$ cat src/rtl/lyr_pix_pkg.sv
package lyr_pix_pkg;

    localparam int WORD_BITS  = 32;
    localparam int WORD_LG2   = 5;
    localparam int CSC_W      = 4;
    localparam int SHIFT_W    = 3;
    localparam int MAX_SHIFT  = 5;

    typedef struct packed {
        logic               rsvd;
        logic [SHIFT_W-1:0] sh;
    } pix_fmt_t;

    function automatic pix_fmt_t csc_decode(input logic [CSC_W-1:0] code);
        pix_fmt_t f;
        f.rsvd = 1'b0;
        f.sh   = '0;
        case (code)
            4'h0: f.sh = 3'd0;
            4'h1: f.sh = 3'd1;
            4'h2: f.sh = 3'd2;
            4'h3: f.sh = 3'd3;
            4'h4, 4'h5, 4'h7: f.sh = 3'd4;
            4'h6, 4'h8, 4'hE, 4'hF: f.sh = 3'd5;
            default: f.rsvd = 1'b1;
        endcase
        return f;
    endfunction

endpackage

$ cat src/rtl/lyr_desc_table.sv
module lyr_desc_table #(
    parameter int NUM_LAYERS = 16,
    parameter int ROW_W      = 11,
    parameter int DSZ_W      = 12,
    localparam int LAYER_W   = $clog2(NUM_LAYERS)
) (
    input  logic                           clk,
    input  logic                           rst,
    input  logic                           wr_en,
    input  logic [LAYER_W-1:0]             wr_idx,
    input  logic [ROW_W-1:0]               wr_base,
    input  logic [DSZ_W-1:0]               wr_dsz,
    input  logic [lyr_pix_pkg::CSC_W-1:0]  wr_csc,
    input  logic [LAYER_W-1:0]             rd_idx,
    output logic [ROW_W-1:0]               rd_base,
    output logic [DSZ_W-1:0]               rd_dsz,
    output logic [lyr_pix_pkg::CSC_W-1:0]  rd_csc
);
    logic [ROW_W-1:0]              base_q [NUM_LAYERS];
    logic [DSZ_W-1:0]              dsz_q  [NUM_LAYERS];
    logic [lyr_pix_pkg::CSC_W-1:0] csc_q  [NUM_LAYERS];

    for (genvar g = 0; g < NUM_LAYERS; g++) begin : g_entry
        always_ff @(posedge clk) begin
            if (rst) begin
                base_q[g] <= '0;
                dsz_q[g]  <= '0;
                csc_q[g]  <= '0;
            end else if (wr_en && (wr_idx == LAYER_W'(g))) begin
                base_q[g] <= wr_base;
                dsz_q[g]  <= wr_dsz;
                csc_q[g]  <= wr_csc;
            end
        end
    end

    // Read sees the stored value: a write in this cycle lands after the lookup.
    assign rd_base = base_q[rd_idx];
    assign rd_dsz  = dsz_q[rd_idx];
    assign rd_csc  = csc_q[rd_idx];
endmodule

$ cat src/rtl/lyr_addr_pipe.sv
module lyr_addr_pipe
    import lyr_pix_pkg::*;
#(
    parameter int X_W    = 12,
    parameter int Y_W    = 12,
    parameter int DSZ_W  = 12,
    parameter int ROW_W  = 11,
    parameter int BANK_W = 2,
    parameter int COL_W  = 10
) (
    input  logic                 clk,
    input  logic                 rst,
    input  logic                 en,
    input  logic                 in_v,
    input  logic [X_W-1:0]       in_x,
    input  logic [Y_W-1:0]       in_y,
    input  logic [ROW_W-1:0]     d_base,
    input  logic [DSZ_W-1:0]     d_dsz,
    input  logic [CSC_W-1:0]     d_csc,
    output logic                 out_v,
    output logic [ROW_W-1:0]     out_row,
    output logic [BANK_W-1:0]    out_bank,
    output logic [COL_W-1:0]     out_col,
    output logic [WORD_LG2-1:0]  out_off,
    output logic                 out_err
);
    localparam int PROD_W  = Y_W + DSZ_W;
    localparam int IDX_W   = ((PROD_W > X_W) ? PROD_W : X_W) + 1;
    localparam int BIT_W   = IDX_W + MAX_SHIFT;
    localparam int ROW_LSB = BANK_W + COL_W;
    localparam int WORD_W  = ROW_W + ROW_LSB;

    // Stage 1: descriptor capture and line product
    logic                s1_v;
    logic [PROD_W-1:0]   s1_prod;
    logic [X_W-1:0]      s1_x;
    logic [ROW_W-1:0]    s1_base;
    pix_fmt_t            s1_fmt;

    pix_fmt_t            fmt_d;
    logic [PROD_W-1:0]   prod_d;

    always_comb begin
        fmt_d  = csc_decode(d_csc);
        prod_d = {{DSZ_W{1'b0}}, in_y} * {{Y_W{1'b0}}, d_dsz};
    end

    always_ff @(posedge clk) begin
        if (rst) begin
            s1_v    <= 1'b0;
            s1_prod <= '0;
            s1_x    <= '0;
            s1_base <= '0;
            s1_fmt  <= '0;
        end else if (en) begin
            s1_v    <= in_v;
            s1_prod <= prod_d;
            s1_x    <= in_x;
            s1_base <= d_base;
            s1_fmt  <= fmt_d;
        end
    end

    // Stage 2: add X, scale to bits, split into word and bit offset
    logic [IDX_W-1:0]  idx;
    logic [BIT_W-1:0]  bit_addr;
    logic [BIT_W-1:0]  word_lin;
    logic [WORD_W-1:0] word_addr;

    always_comb begin
        idx       = IDX_W'(s1_prod) + IDX_W'(s1_x);
        bit_addr  = BIT_W'(idx) << s1_fmt.sh;
        word_lin  = bit_addr >> WORD_LG2;
        word_addr = word_lin[WORD_W-1:0] + {s1_base, {ROW_LSB{1'b0}}};
    end

    always_ff @(posedge clk) begin
        if (rst) begin
            out_v    <= 1'b0;
            out_row  <= '0;
            out_bank <= '0;
            out_col  <= '0;
            out_off  <= '0;
            out_err  <= 1'b0;
        end else if (en) begin
            out_v <= s1_v;
            if (s1_fmt.rsvd) begin
                out_row  <= '0;
                out_bank <= '0;
                out_col  <= '0;
                out_off  <= '0;
                out_err  <= 1'b1;
            end else begin
                out_row  <= word_addr[WORD_W-1:ROW_LSB];
                out_bank <= word_addr[ROW_LSB-1:COL_W];
                out_col  <= word_addr[COL_W-1:0];
                out_off  <= bit_addr[WORD_LG2-1:0];
                out_err  <= 1'b0;
            end
        end
    end
endmodule

$ cat src/rtl/lyr_pix_addr.sv
module lyr_pix_addr
    import lyr_pix_pkg::*;
#(
    parameter int NUM_LAYERS = 16,
    parameter int X_W        = 12,
    parameter int Y_W        = 12,
    parameter int DSZ_W      = 12,
    parameter int ROW_W      = 11,
    parameter int BANK_W     = 2,
    parameter int COL_W      = 10,
    localparam int LAYER_W   = $clog2(NUM_LAYERS)
) (
    input  logic                clk,
    input  logic                rst,
    input  logic                wr_en,
    input  logic [LAYER_W-1:0]  wr_idx,
    input  logic [ROW_W-1:0]    wr_base,
    input  logic [DSZ_W-1:0]    wr_dsz,
    input  logic [CSC_W-1:0]    wr_csc,
    input  logic                req_valid,
    output logic                req_ready,
    input  logic [LAYER_W-1:0]  req_layer,
    input  logic [X_W-1:0]      req_x,
    input  logic [Y_W-1:0]      req_y,
    output logic                rsp_valid,
    input  logic                rsp_ready,
    output logic [ROW_W-1:0]    rsp_row,
    output logic [BANK_W-1:0]   rsp_bank,
    output logic [COL_W-1:0]    rsp_col,
    output logic [WORD_LG2-1:0] rsp_bit_off,
    output logic                rsp_err
);
    logic [ROW_W-1:0] d_base;
    logic [DSZ_W-1:0] d_dsz;
    logic [CSC_W-1:0] d_csc;
    logic             adv;

    // Whole pipeline moves together; it stalls only on a held response.
    assign adv       = !rsp_valid || rsp_ready;
    assign req_ready = adv;

    lyr_desc_table #(
        .NUM_LAYERS (NUM_LAYERS),
        .ROW_W      (ROW_W),
        .DSZ_W      (DSZ_W)
    ) u_table (
        .clk     (clk),
        .rst     (rst),
        .wr_en   (wr_en),
        .wr_idx  (wr_idx),
        .wr_base (wr_base),
        .wr_dsz  (wr_dsz),
        .wr_csc  (wr_csc),
        .rd_idx  (req_layer),
        .rd_base (d_base),
        .rd_dsz  (d_dsz),
        .rd_csc  (d_csc)
    );

    lyr_addr_pipe #(
        .X_W    (X_W),
        .Y_W    (Y_W),
        .DSZ_W  (DSZ_W),
        .ROW_W  (ROW_W),
        .BANK_W (BANK_W),
        .COL_W  (COL_W)
    ) u_pipe (
        .clk      (clk),
        .rst      (rst),
        .en       (adv),
        .in_v     (req_valid),
        .in_x     (req_x),
        .in_y     (req_y),
        .d_base   (d_base),
        .d_dsz    (d_dsz),
        .d_csc    (d_csc),
        .out_v    (rsp_valid),
        .out_row  (rsp_row),
        .out_bank (rsp_bank),
        .out_col  (rsp_col),
        .out_off  (rsp_bit_off),
        .out_err  (rsp_err)
    );
endmodule

$ cat config.mk
export PLATFORM = sky130hd
export DESIGN_NAME = lyr_pix_addr
export DESIGN_NICKNAME = d
export VERILOG_FILES = /design/src/rtl/lyr_pix_pkg.sv /design/src/rtl/lyr_desc_table.sv /design/src/rtl/lyr_addr_pipe.sv /design/src/rtl/lyr_pix_addr.sv
export SDC_FILE = /design/constraint.sdc
export NUM_CORES = 1
export LEC_CHECK = 0
export BUFFER_PORTS_ARGS = -buffer_cell sky130_fd_sc_hd__buf_4
export CORE_MARGIN = 3
export CORE_UTILIZATION = 25
export CTS_CLUSTER_SIZE = 40
export DETAILED_ROUTE_END_ITERATION = 8
export GPL_TIMING_DRIVEN = 0
export PLACE_DENSITY = 0.41
export SYNTH_ARGS = -nofsm -noshare
export SYNTH_HDL_FRONTEND = slang
export SYNTH_SLANG_ARGS = --single-unit
$ cat constraint.sdc
create_clock -name clk -period 10.2 [get_ports clk]
set_input_delay 1.02 -clock clk [delete_from_list [all_inputs] [get_ports clk]]
set_output_delay 1.02 -clock clk [all_outputs]
set_load 0.02 [all_outputs]
---- Word-level counts from Yosys, hierarchy flattened ----
Memories as Yosys holds them, arrays and structs flattened. A register that Yosys moved wholly into a read port is not among the register bits.
Cells that the tools add are included.
word-level totals
  register bits after elaboration ......... 71
  RAM bits ................................ 432
  input port bits ......................... 64
  output and inout bits ................... 31
  word-level logic and storage cells ...... 219
  memories ................................ 3
memory list
  name            words  bits a word  rd ports  clocked after memory_dff  write ports  RTL line              source
  u_table.dsz_q   16     12           1         0                         16           lyr_desc_table.sv:20  logic [DSZ_W-1:0] dsz_q [NUM_LAYERS];
  u_table.base_q  16     11           1         1                         16           lyr_desc_table.sv:19  logic [ROW_W-1:0] base_q [NUM_LAYERS];
  u_table.csc_q   16     4            1         0                         16           lyr_desc_table.sv:21  logic [lyr_pix_pkg::CSC_W-1:0] csc_q [NUM_LAYERS];
operators by class
  $add $sub $neg .......................... 2
  $mul .................................... 1
  equality and inequality tests ........... 25
  shift-type cells ........................ 1
  multiplexer cells ....................... 105
  bitwise operators ....................... 48
  reduce and logical (&&, ||, !) cells .... 23
operators by type and width
  cell                                                                   count
  12-bit 2-to-1 mux                                                      16
  11-bit 2-to-1 mux                                                      17
  4-bit 2-to-1 mux                                                       16
  1-bit 2-to-1 mux                                                       52
  1-bit OR                                                               48
  4-bit equality test, second input constant                             11
  4-bit by 3-bit equality test with 1-bit output, second input constant  8
  25-bit by 3-bit << shifter with 28-bit output                          1
  24-bit by 12-bit adder with 25-bit output                              1
  12-bit by 12-bit multiplier with 24-bit output                         1
  23-bit adder                                                           1
  4-bit by 2-bit equality test with 1-bit output, second input constant  4
  1-bit logical AND                                                      16
  3-bit case mux with 5 select lines                                     1
  11-bit OR reduction                                                    1
  10-bit 2-to-1 mux                                                      1
  4-bit by 1-bit equality test with 1-bit output, second input constant  2
  4-bit zero test                                                        2
  5-bit 2-to-1 mux                                                       1
  4-bit OR reduction                                                     1
  3-bit OR reduction                                                     1
  2-bit 2-to-1 mux                                                       1
  1-bit zero test                                                        1
  1-bit logical OR                                                       1

---- Logic depth before layout (Yosys ltp) ----
  depth after elaboration ................. 6
  mapped depth ............................ 27
  depth with buffers taken out ............ 23

---- Hierarchy ----
From an unflattened synthesis, not the netlist that was laid out.
unflattened totals
  cells, all modules ...................... 2344
  area total of the unflattened synthesis .. 29034.1 sq um
by module, submodules not included
  module          times used  cells an instance  area each (sq um)  seq. area each (sq um)
  lyr_desc_table  1           1201               19388.6            12972.4
  lyr_addr_pipe   1           1142               9639.2             1641.6
  lyr_pix_addr    1           1                  6.3                0.0

---- Least setup slack after synthesis ----
OpenSTA, ideal clock, no wires.
  path type ............................... input -> register
  start point ............................. input req_layer[0]
  end point ............................... register u_pipe.s1_prod[23]
  library setup time ...................... 0.087 ns
  arrival ................................. 7.522 ns
  required time ........................... 10.113 ns
  setup slack ............................. 2.591 ns
  cell stages on the path ................. 24
  buffers on the path ..................... 4
  cell sequence ........................... buf_2 > buf_4 > buf_2 > mux4_2 > mux4_2 > clkbuf_1 > and2_1 > fa_1 > fa_1 > fa_1 > fa_1 > inv_1 > fa_1 > inv_1 > ha_1 > a21o_1 > a21o_1 > a21oi_1 > a21boi_0 > a211oi_1 > nor3b_1 > a311oi_1 > xnor2_1 > o31ai_1
on the way
  word-level cells in the longest chain between the ends .. 2
ends and longest elaborated chain
  element                                         RTL line             source
  start: declaration                              lyr_pix_addr.sv:22   input logic [LAYER_W-1:0] req_layer,
  memory 16 x 12 bit                              -
  12-bit by 12-bit multiplier with 24-bit output  lyr_addr_pipe.sv:45  prod_d = {{DSZ_W{1'b0}}, in_y} * {{Y_W{1'b0}}, d_dsz};
  end signal: assignment                          lyr_addr_pipe.sv:57  s1_prod <= prod_d;
  end: declaration                                lyr_addr_pipe.sv:35  logic [PROD_W-1:0] s1_prod;
No other way between the ends.
A chain may end at the register's enable or synchronous reset.

---- Final worst setup path ----
  start point ............................. input req_layer[1]
  end point ............................... register u_pipe.s1_prod[22]
The elaborated chain is that of the path after synthesis.

==> flow_summary_export.csv <==
group,metric,value,unit
synth,avgSynthCellArea,12.4,sq um
placement,place_congestion,0.839,
setup_path,cp_slowest_cell,"clkbuf_1",
power_and_ir_drop,p_leak,0.0130,uW
clock_tree,cts_resized,0,
floorplanning,ios,95,
layout,layout_commonest_cell,"and2_1",
synth,synthAdderAreaFrac,10.6,%
synth,netlist_instances,2354,
synth,synth_nets,2604,
synth,synthMuxAreaShare,11.9,%
setup_path,worst_setup_path_start_kind,"primary input",
global_route,grtUsageTotal,16.0,%
route,dr_total_vias,19462,
timing,fin_tns_setup,0,ns
synth,ys_seq_area_share,50.2,%
power_and_ir_drop,power.switching,3190,uW
clock_tree,cts.sinks,514,
synth,synth_top_family_by_area,"simple AND/OR/NAND/NOR gates",
synth,synth-seq-cells,514,
placement,portBuffers,88,
power_and_ir_drop,internal_power,5250,uW
synth,yosys.area_share.simple,16.5,%
route,ant_nets,0,
power_and_ir_drop,p_per_area,245,nW/um^2
synth,synth-xor-area-share,0.872,%
global_route,grt_pass1_wl,142,mm
floorplanning,rows,124,
power_and_ir_drop,swShare,37.8,%
floorplanning,die_h,347,um
layout,fin_cells,4101,
route,dr.pass1.iters,7,
synth,ys_types,76,
layout,area_delta_synth_final,18.1,%
timing,setup_viol,0,
synth,synth_top_cell_by_area,"edfxtp_1",
worst_hold_path,min_path_type,"flop to flop",
synth,synthArstFlopShare,0,%
route,wire_per_inst,23.7,um
clock_tree,ctsLongestPathBuffers,3,
synth,synth_top_area_share,44.5,%
floorplanning,die_area,121000,sq um
clock_tree,clk_latency,0.67,ns
timing,maxSlewHeadroom,7.96,%
power_and_ir_drop,peakVddDrop,0.234,mV
floorplanning,fp.dieW,347,um
route,via_per_inst,4.75,
setup_path,crit_buf_inv,9,
synth,synthTopCellsByArea,"edfxtp_1, and2_1, mux4_2",
timing,worstMarginPinSlew,1.38,ns
power_and_ir_drop,comb_power_share,44.7,%
layout,drive_gt1_share,15.0,%
power_and_ir_drop,p_clk_share,24.9,%
timing,finalHoldViolCount,0,
synth,synth_compound_area_share,5.86,%
route,drt_wl_total,97.2,mm
layout,fin_nets,2780,
setup_path,critical_path_class,"primary input to flop",
global_route,antenna_found_initial,9,
route,drtIter0Drc,1483,
global_route,grt_pass1_vias,20382,
layout,final_cell_mix,"and2_1, edfxtp_1, nand2_1",
setup_path,crit_family,"adder cells",
setup_path,path_max_fanout,10,
global_route,grt_max_degree,20,
global_route,gr-total-overflow,0,
clock_tree,cts_htree_levels,2,
placement,dp_hpwl,70.7,mm
synth,yosys_most_used_dff,"edfxtp_1",
setup_path,ff2ff_setup_slack,2.99,ns
synth,mappedNetlistArea,29100,sq um
timing,clock_skew,0.0767,ns
clock_tree,holdBufCountCts,0,
setup_path,critPathMostFrequentCell,"fa_1",
layout,n_fill_cell,11566,
status,status,"completed",
floorplanning,core-area,115000,sq um
clock_tree,root_buffer,"clkbuf_16",
timing,post-route-period-util,86.1,%
clock_tree,cts_tree,"yes",
floorplanning,start_util,25.3,%
setup_path,required,10.66,ns
timing,rsz0062_at_grt,"no",
clock_tree,cts_setup_buffers,0,
job,maxCapViolations,0,
timing,layout_min_cycle_time,8.78,ns
power_and_ir_drop,seqPwrFrac,30.4,%
placement,dp.cells,3980,
synth,yosysWarnings,0,
setup_path,arrival,9.24,ns
synth,synth_enable_flop_cells,432,
route,drc,0,
clock_tree,cts_buffers,60,
timing,max_freq,114,MHz
setup_path,endpoint_kind,"flop",
timing,slew_viol_final,0,
setup_path,slowest_delay,0.64,ns
clock_tree,cts.reportedPaths.clkPinSlew,0.06,ns
[flip-flops by register name, indices dropped and copies added, names as in the netlist]
| signal | flops |
|---|---|
| u_table.dsz_q | 192 |
| u_pipe.s1_fmt | 4 |
| u_pipe.out_col | 10 |
| u_pipe.out_row | 11 |
| u_table.csc_q | 64 |
| u_pipe.out_bank | 2 |
| u_pipe.s1_x | 12 |
| u_pipe.out_off | 5 |
| u_pipe.s1_v | 1 |
| u_pipe.s1_base | 11 |
| u_pipe.out_v | 1 |
| u_pipe.s1_prod | 24 |
| u_table.base_q | 176 |
| u_pipe.out_err | 1 |
[cells in the mapped netlist, types with 7 or more instances]
library cell and instances:
a211oi_1 11, a21o_1 16, a21oi_1 85, a22oi_1 11
and2_1 497, and3_1 8, buf_1 12, buf_2 13
clkbuf_1 136, dfxtp_1 82, edfxtp_1 432, fa_1 102
ha_1 84, inv_1 147, mux2_2 9, mux2i_1 30
mux4_2 136, nand2_1 214, nand2b_1 8, nand3_1 17
nor2_1 69, nor2b_1 9, nor3_1 15, o211ai_1 7
o21a_1 8, o21ai_0 48, o31ai_1 7, or3_1 8
xnor2_1 18, xor2_1 11
[power by group through the flow]
| stage | Sequential [uW] | Clock [uW] | Combinational (uW) |
|---|---|---|---|
| floorplan | 2620 | 0 | 2600 |
| global placement | 2620 | 0 | 3810 |
| detailed placement | 2610 | 0 | 3830 |
| CTS | 2570 | 2150 | 3870 |
| global route | 2590 | 2230 | 4270 |
| finish | 2570 | 2100 | 3780 |
[per-layer routing]
layer / routed length, um / vias to the layer above / track usage [%]
met1: 43400 / 10105 / 21.7
met2: 46900 / 538 / 27.0
met4: 1940 / 4 / 3.55
met3: 4930 / 116 / 2.59
met5: 22 / - / 0
li1: - / 8699 / -
[final timing paths]
check                        from  depth (start not counted)                  to
max                  req_layer[1]                         25  u_pipe.s1_prod[22]
min             u_pipe.out_col[4]                          2   u_pipe.out_col[4]
max reg2reg  u_table.dsz_q[14][4]                         21  u_pipe.s1_prod[22]
min reg2reg     u_pipe.out_col[4]                          2   u_pipe.out_col[4]
[logic make-up after synthesis]
kind of cell,after synthesis
buffers and inverters,313
xor gates and xnor gates,29
DFF,514
adders and majority gates,186
and+or+nand+nor,878
muxes,175
AOI/OAI and AO/OA,259
[stage by stage]
| step | setup WS [ns] | cell area (sq um) | util (%) | hold WS, ns | total power [uW] |
|---|---|---|---|---|---|
| 6_report | 1.42 | 34400 | 29.9 | 0.462 | 8440 |
| 5_1_grt | 1.01 | 34400 | 29.9 | 0.484 | 9090 |
| 4_1_cts | 1.42 | 34400 | 29.9 | 0.459 | 8580 |
| 3_5_place_dp | 0.824 | 32500 | 28.3 | 0.450 | 6440 |
| 2_1_floorplan | 2.59 | 29100 | - | 0.432 | 5220 |
| 3_3_place_gp | 0.858 | 31700 | 27.6 | 0.441 | 6430 |
[worst register-to-register path, cell delays in order, from the launching register on]
cell and delay [ns]:
edfxtp_1 0.37, mux4_2 0.50, mux4_2 0.63, clkbuf_1 0.37, nand2_1 0.20, fa_1 0.46
fa_1 0.50, fa_1 0.56, inv_1 0.05, fa_1 0.49, inv_1 0.05, fa_1 0.52
inv_1 0.06, ha_1 0.29, inv_1 0.10, nor2_1 0.07, o2111ai_1 0.33, a21oi_1 0.14
o221ai_1 0.36, o21ai_0 0.22, o311ai_0 0.57, o211ai_1 0.18
[final cells by class]
cell class,count,area (sq um),area share (%)
flip-flops and latches,514,14600,42.5
well taps,1512,1890,5.50
repair buffers,114,1270,3.69
diodes,7,17.5,0.0509
clock buffers,72,1550,4.49
plain buffers,165,651,1.89
inverters,148,556,1.61
multi-input cells,1527,13500,39.2
clock inverters,42,363,1.05
(Power assumes the default switching activity.)
